===== config.mk =====
export PLATFORM = sky130hd
export DESIGN_NAME = amo_alu
export DESIGN_NICKNAME = d
export VERILOG_FILES = /design/src/rtl/amo_alu_pkg.sv /design/src/rtl/amo_size_ext.sv /design/src/rtl/amo_op_unit.sv /design/src/rtl/amo_alu.sv
export SDC_FILE = /design/constraint.sdc
export NUM_CORES = 1
export LEC_CHECK = 0
export ABC_AREA = 1
export CAP_MARGIN = 5
export CORE_ASPECT_RATIO = 1.1
export CORE_MARGIN = 2
export CORE_UTILIZATION = 58
export DETAILED_ROUTE_END_ITERATION = 16
export PLACE_DENSITY_LB_ADDON = 0.08
export SETUP_SLACK_MARGIN = 0.15
export SYNTH_ARGS = -nofsm -noshare
export SYNTH_HDL_FRONTEND = slang
export SYNTH_SLANG_ARGS = --single-unit

===== constraint.sdc =====
create_clock -name clk -period 0.8 [get_ports clk]
set_input_delay 0.16 -clock clk [delete_from_list [all_inputs] [get_ports clk]]
set_output_delay 0.16 -clock clk [all_outputs]
set_load 0.05 [all_outputs]

===== src/rtl/amo_alu_pkg.sv =====
package amo_alu_pkg;

  localparam int XLEN      = 64;
  localparam int SIZE_W    = 2;
  localparam int OPC_W     = 5;
  localparam int NUM_SIZES = 1 << SIZE_W;

  typedef enum logic [OPC_W-1:0] {
    OPC_ADD  = 5'b00000,
    OPC_SWAP = 5'b00001,
    OPC_XOR  = 5'b00100,
    OPC_OR   = 5'b01000,
    OPC_AND  = 5'b01100,
    OPC_MIN  = 5'b10000,
    OPC_MAX  = 5'b10100,
    OPC_MINU = 5'b11000,
    OPC_MAXU = 5'b11100
  } amo_opc_e;

  // Width-limited extension of a lane of LANE_BITS bits to XLEN.
  function automatic logic [XLEN-1:0] lane_extend(
    input logic [XLEN-1:0] v,
    input int unsigned     lane_bits,
    input logic            sgn
  );
    logic [XLEN-1:0] r;
    for (int i = 0; i < XLEN; i++) begin
      if (i < lane_bits) r[i] = v[i];
      else               r[i] = sgn & v[lane_bits-1];
    end
    return r;
  endfunction

  function automatic logic opc_known(input logic [OPC_W-1:0] c);
    return c inside {OPC_ADD, OPC_SWAP, OPC_XOR, OPC_OR, OPC_AND,
                     OPC_MIN, OPC_MAX, OPC_MINU, OPC_MAXU};
  endfunction

  function automatic logic opc_unsigned(input logic [OPC_W-1:0] c);
    return (c == OPC_MINU) || (c == OPC_MAXU);
  endfunction

endpackage


===== src/rtl/amo_size_ext.sv =====
module amo_size_ext
  import amo_alu_pkg::*;
(
  input  logic [XLEN-1:0]   raw,
  input  logic [SIZE_W-1:0] size,
  input  logic              sgn,
  output logic [XLEN-1:0]   ext
);
  logic [XLEN-1:0] lane_val [NUM_SIZES];

  for (genvar g = 0; g < NUM_SIZES; g++) begin : g_lane
    localparam int unsigned LANE_BITS = 8 << g;
    if (LANE_BITS >= XLEN) begin : g_full
      assign lane_val[g] = raw;
    end else begin : g_part
      assign lane_val[g] = lane_extend(raw, LANE_BITS, sgn);
    end
  end

  assign ext = lane_val[size];
endmodule


===== src/rtl/amo_op_unit.sv =====
module amo_op_unit
  import amo_alu_pkg::*;
(
  input  logic [OPC_W-1:0] opc,
  input  logic [XLEN-1:0]  opnd_src,
  input  logic [XLEN-1:0]  opnd_mem,
  output logic [XLEN-1:0]  result,
  output logic             src_lt_s,
  output logic             src_lt_u
);
  assign src_lt_s = $signed(opnd_src) < $signed(opnd_mem);
  assign src_lt_u = opnd_src < opnd_mem;

  always_comb begin
    case (opc)
      OPC_SWAP: result = opnd_src;
      OPC_ADD:  result = opnd_src + opnd_mem;
      OPC_XOR:  result = opnd_src ^ opnd_mem;
      OPC_AND:  result = opnd_src & opnd_mem;
      OPC_OR:   result = opnd_src | opnd_mem;
      OPC_MIN:  result = src_lt_s ? opnd_src : opnd_mem;
      OPC_MAX:  result = src_lt_s ? opnd_mem : opnd_src;
      OPC_MINU: result = src_lt_u ? opnd_src : opnd_mem;
      OPC_MAXU: result = src_lt_u ? opnd_mem : opnd_src;
      default:  result = '0;
    endcase
  end
endmodule


===== src/rtl/amo_alu.sv =====
module amo_alu
  import amo_alu_pkg::*;
(
  input  logic              clk,
  input  logic              rst_n,
  input  logic              in_valid,
  input  logic [OPC_W-1:0]  funct5,
  input  logic [SIZE_W-1:0] size,
  input  logic [XLEN-1:0]   rs2_raw,
  input  logic [XLEN-1:0]   mem_raw,
  output logic              out_valid,
  output logic [XLEN-1:0]   store_data,
  output logic [XLEN-1:0]   rd_value,
  output logic              illegal_op
);
  logic            op_legal;
  logic            op_signed;
  logic [XLEN-1:0] src_ext;
  logic [XLEN-1:0] mem_ext;
  logic [XLEN-1:0] rd_ext;
  logic [XLEN-1:0] op_result;
  logic [XLEN-1:0] store_trim;
  logic            cmp_lt_s;
  logic            cmp_lt_u;

  assign op_legal  = opc_known(funct5);
  assign op_signed = ~opc_unsigned(funct5);

  amo_size_ext u_src_ext (.raw(rs2_raw), .size(size), .sgn(op_signed), .ext(src_ext));
  amo_size_ext u_mem_ext (.raw(mem_raw), .size(size), .sgn(op_signed), .ext(mem_ext));
  amo_size_ext u_rd_ext  (.raw(mem_raw), .size(size), .sgn(1'b1),      .ext(rd_ext));

  amo_op_unit u_op (
    .opc      (funct5),
    .opnd_src (src_ext),
    .opnd_mem (mem_ext),
    .result   (op_result),
    .src_lt_s (cmp_lt_s),
    .src_lt_u (cmp_lt_u)
  );

  amo_size_ext u_store_trim (.raw(op_result), .size(size), .sgn(1'b0), .ext(store_trim));

  always_ff @(posedge clk or negedge rst_n) begin
    if (!rst_n) begin
      out_valid  <= 1'b0;
      store_data <= '0;
      rd_value   <= '0;
      illegal_op <= 1'b0;
    end else begin
      out_valid <= in_valid;
      if (in_valid) begin
        illegal_op <= ~op_legal;
        store_data <= op_legal ? store_trim : '0;
        rd_value   <= op_legal ? rd_ext : '0;
      end
    end
  end
endmodule


==> metrics, run 1 <==
error msg=[ERROR DPL-0033] detailed placement checks failed during check placement.; DIE HEIGHT=between 200 and 250 um; post_cts resized=465; Starting Density=a little under 60%; root buffer selected by CTS=clkbuf_16; cts hold-fix bufs=1; distinct cell type count after synthesis=42; Post-synth EDFFs=0; H-tree depth=4; Die W=around 180 um; Mapped Area=between 20000 and 25000 um^2; post-synth net total=about 4k; synth cell count leaders=1123 x nand2_1, 539 x nand3_1, 447 x inv_1, 392 x nor2_1, 196 x a21oi_1; most frequent cell after synthesis=nand2_1; post-synth top area share=20.8%; top post-synthesis cells by area=nand2_1 21%, dfrtp_1 16%, nand3_1 13%; Mean Syn Cell Area=roughly 5.5 um^2; I/O pin cnt=about 270; clk buf depth=2; status=stopped before the end; row cnt=a little over 70; clk sinks=130; async set-reset flop share out of synthesis=between 90% and 100%; Post-synth top flop=dfrtp_1; # Post-CTS Setup Buffers=70; hpwl dp=roughly 93000 um; DP Worst Slack=-4.09 ns; cts bufs inserted=17; gpl congestion=around 1.4; Synth area leader=nand2_1; post-synthesis sequential area ratio=around 16%; Port Buffers=267; FF+latch count, synth=130; Mapped Cells=3673; Halt Stage=clock tree synthesis; Warnings, synthesis=0
==> stage by stage <==
stage / hold WS [ns] / std cells / instance area (um^2) / TNS, ns
3_5_place_dp: 0.0156 / 4960 / 31000 / -348.11
3_3_place_gp: 0.00463 / 4960 / 31000 / -324.09
2_1_floorplan: -0.136 / 3673 / 21000 / -194.70
==> kinds of logic after synthesis <==
family / share of synthesized area (%)
flops: 16.0
buf+inv: 12.0
fa+ha+maj: 11.9
xor+xnor: 0.0432
simple gates: 44.4
compound gates: 15.5
==> inputs of run 2 (changes only) <==
--- a/config.mk
+++ b/config.mk
@@ -7,12 +7,10 @@
 export LEC_CHECK = 0
 export ABC_AREA = 1
 export CAP_MARGIN = 5
-export CORE_ASPECT_RATIO = 1.1
 export CORE_MARGIN = 2
-export CORE_UTILIZATION = 58
+export CORE_UTILIZATION = 40
 export DETAILED_ROUTE_END_ITERATION = 16
-export PLACE_DENSITY_LB_ADDON = 0.08
-export SETUP_SLACK_MARGIN = 0.15
+export PLACE_DENSITY_LB_ADDON = 0.15
 export SYNTH_ARGS = -nofsm -noshare
 export SYNTH_HDL_FRONTEND = slang
 export SYNTH_SLANG_ARGS = --single-unit
==> run 2 against run 1 <==
Effect of this change: the flow now finishes, with violations (negative setup slack); area after synthesis is the same; synthesized cell count did not move.
==> metrics, run 2 <==
Crit path depth=28; core area=50100 um^2; Crit-path slowest cell=clkbuf_16; Switching Share=between 40% and 50%; DRT Pass-1 Iters=6; number of max-cap violations=0; async set-reset flop share out of synthesis=between 90% and 100%; Port Buffers=267; Core Util, Final=roughly three quarters; most frequent cell on the critical path=nor2_4; Post-synth EDFFs=0; reg2reg start=rd_value[35]; diode count=0; slowest stage delay, CP=~0.29 ns; failing checks=negative setup slack; Worst Path Arrival=3.98 ns; cts bufs inserted=17; FF/Latch Area=~3300 um^2; RSZ-0062 raised after global routing=yes; Synth area leader=nand2_1; PwrDens=between 1500 and 2000 nW/um^2; Worst Setup Start Kind=input pin; Comb pwr share=around 73%; Overall Power=between 50 and 60 mW; most frequent cell after synthesis=nand2_1; Setup TNS=-254.69 ns; clock skew=0 ns; critical path startpoint=funct5[0]; post-synth top area share=between 20% and 30%; Warnings, synthesis=0; area of the multi-input gates=~18000 um^2; fin nets=about 5k; most frequent cells in the layout=1012 x nand2_1, 789 x buf_4, 398 x nand3_1; top post-synthesis cells by area=nand2_1 21%, dfrtp_1 16%, nand3_1 13%; detailed-route via count=slightly above 30k; cell area after layout=37100 um^2; row cnt=around 80; FF+latch count, synth=130; Placed Area=around 31000 um^2; Die W=around 230 um; Int Pwr=~30 mW; DP Worst Slack=-3.96 ns; HP Class=in2async; post-route ant nets=0; Worst setup endpoint=store_data[35]; GRT Overall Usage=41.4%; status=finished, violations left; vias in the first global route=around 29k; worst r2r path cells=3; Mapped Cells=about 3.7k; Post-Route WL=122000 um; layout cells sized above 1=38.2%; Peak Freq=around 280 MHz; Psw=between 20 and 30 mW; I/O pin cnt=around 270; clock latency on the worst-skew pair=about 0.50 ns; critical path endpoint category=flop; CP top delay family=simple AND/OR/NAND/NOR gates; post-layout min period=3.59 ns; gr ovfl total=0; R2R Setup Slk=-0.06 ns; Starting Density=between 40 and 50%; largest net degree at the start of global routing=97; die area=52500 um^2; Worst Max-Slew Pin Slew=0.702 ns; Mapped Area=~20000 um^2; Post-Layout Cell Count=approximately 5.4k; hpwl dp=around 86000 um; Flop pwr share=approximately 13%; Final Cycle Share=449%; distinct cell type count after synthesis=42; Peak VDD IR=between 0.0015 and 0.002 V; LEAKAGE=about 19 nW; root buffer selected by CTS=clkbuf_16; Largest regs=rd_value: 64 flops, store_data: 64 flops; post-synthesis sequential area ratio=between 10% and 20%; area grow syn2layout=83.0%; Critical Path RT=1.19 ns; endpoints failing hold=0; Rel. slew slack=53.2%; post-synth net total=4004; H-tree depth=4; clk sinks=130; Mean Syn Cell Area=5.52 um^2; Pins Over Slew Limit=0; initial antenna violation count=0; placed insts=5248; clk buf depth=2; Max FO, Critical Path=7; vias per inst=5.74; gpl congestion=~1; commonest non-fill, non-tap cell in the layout=nand2_1; number of fillers in the final layout=~3.9k; synth cell count leaders=1123 x nand2_1, 539 x nand3_1, 447 x inv_1, 392 x nor2_1, 196 x a21oi_1; WL/cell=approximately 23 um; clock network power share=around 14%; hold_ws=between 0.2 and 0.25 ns; Reg clk slew, reported paths=about 0.060 ns; first-pass GRT wire length=168000 um; setup ws final=-2.79 ns; Post-synth top flop=dfrtp_1; Final Setup Violations=~260; DRC errors left=0; critical path type=in2reg; initial drt markers=around 3.3k; CTS tree=built; CP bufs+invs=8; DIE HEIGHT=229 um; Worst R2R End=rd_value[35]
## run 2: final cells by class
type | count | area share, %
multi-input combinational | 2906 | 48.3
tap | 672 | 2.26
timing repair buffer | 1214 | 34.3
inverter | 454 | 4.71
clock buffer | 21 | 1.27
clock inverter | 11 | 0.280
sequential | 130 | 8.81
## run 2: cells by family after synthesis
| family | synth area share [%] |
|---|---|
| buffers and inverters | 12.0 |
| and+or+nand+nor | 44.4 |
| DFF | 16.0 |
| adders and majority gates | 11.9 |
| xor gates and xnor gates | 0.0432 |
| AOI/OAI and AO/OA | 15.5 |
## run 2: what timing repair did
| action | CTS | global route |
|---|---|---|
| endpoints found under the hold margin | 130 | 0 |
| hold buffers | 1 | 0 |
| pin swaps | 94 | 234 |
| buffers inserted | 43 | 62 |
| setup endpoints to repair | 259 | 259 |
| gates cloned | 11 | 24 |
| resized for setup | 473 | 495 |
## run 2: routing by layer
layer	wire length [um]	global-route usage [%]	vias up	part of all wire [%]
li1	-	-	14100	-
met1	42100	45.6	14300	35
met2	55700	70.6	1913	46
met4	13600	33.4	0	11
met5	0	0	-	0
met3	10300	6.69	752	8.4
## run 2: power by group through the flow
stage | Sequential [mW] | Combinational, mW | Clock, mW
2_1_floorplan | 8.47 | 14.4 | 0
3_3_place_gp | 7.47 | 29.9 | 0
3_5_place_dp | 7.48 | 30.2 | 0
4_1_cts | 7.37 | 35.1 | 8.19
5_1_grt | 7.40 | 43.6 | 8.42
6_report | 7.38 | 41.7 | 8.16
## run 2: how the worst min path moves through the flow
stage	from	end
after CTS	rst_n	store_data[3]
after global placement	rst_n	store_data[2]
after global routing	rst_n	store_data[3]
after detailed placement	rst_n	store_data[3]
final	rst_n	store_data[3]
after floorplan	rst_n	illegal_op
## run 2: worst register-to-register path: cells and delay by family, from the launching register on
kind / cells / cell delay, ns
and+or+nand+nor: 1 / 0.08
AOI/OAI and AO/OA: 1 / 0.08
buffers and inverters: 1 / 0.15
DFF: 1 / 0.42
Power figures use the tool's default switching activity.
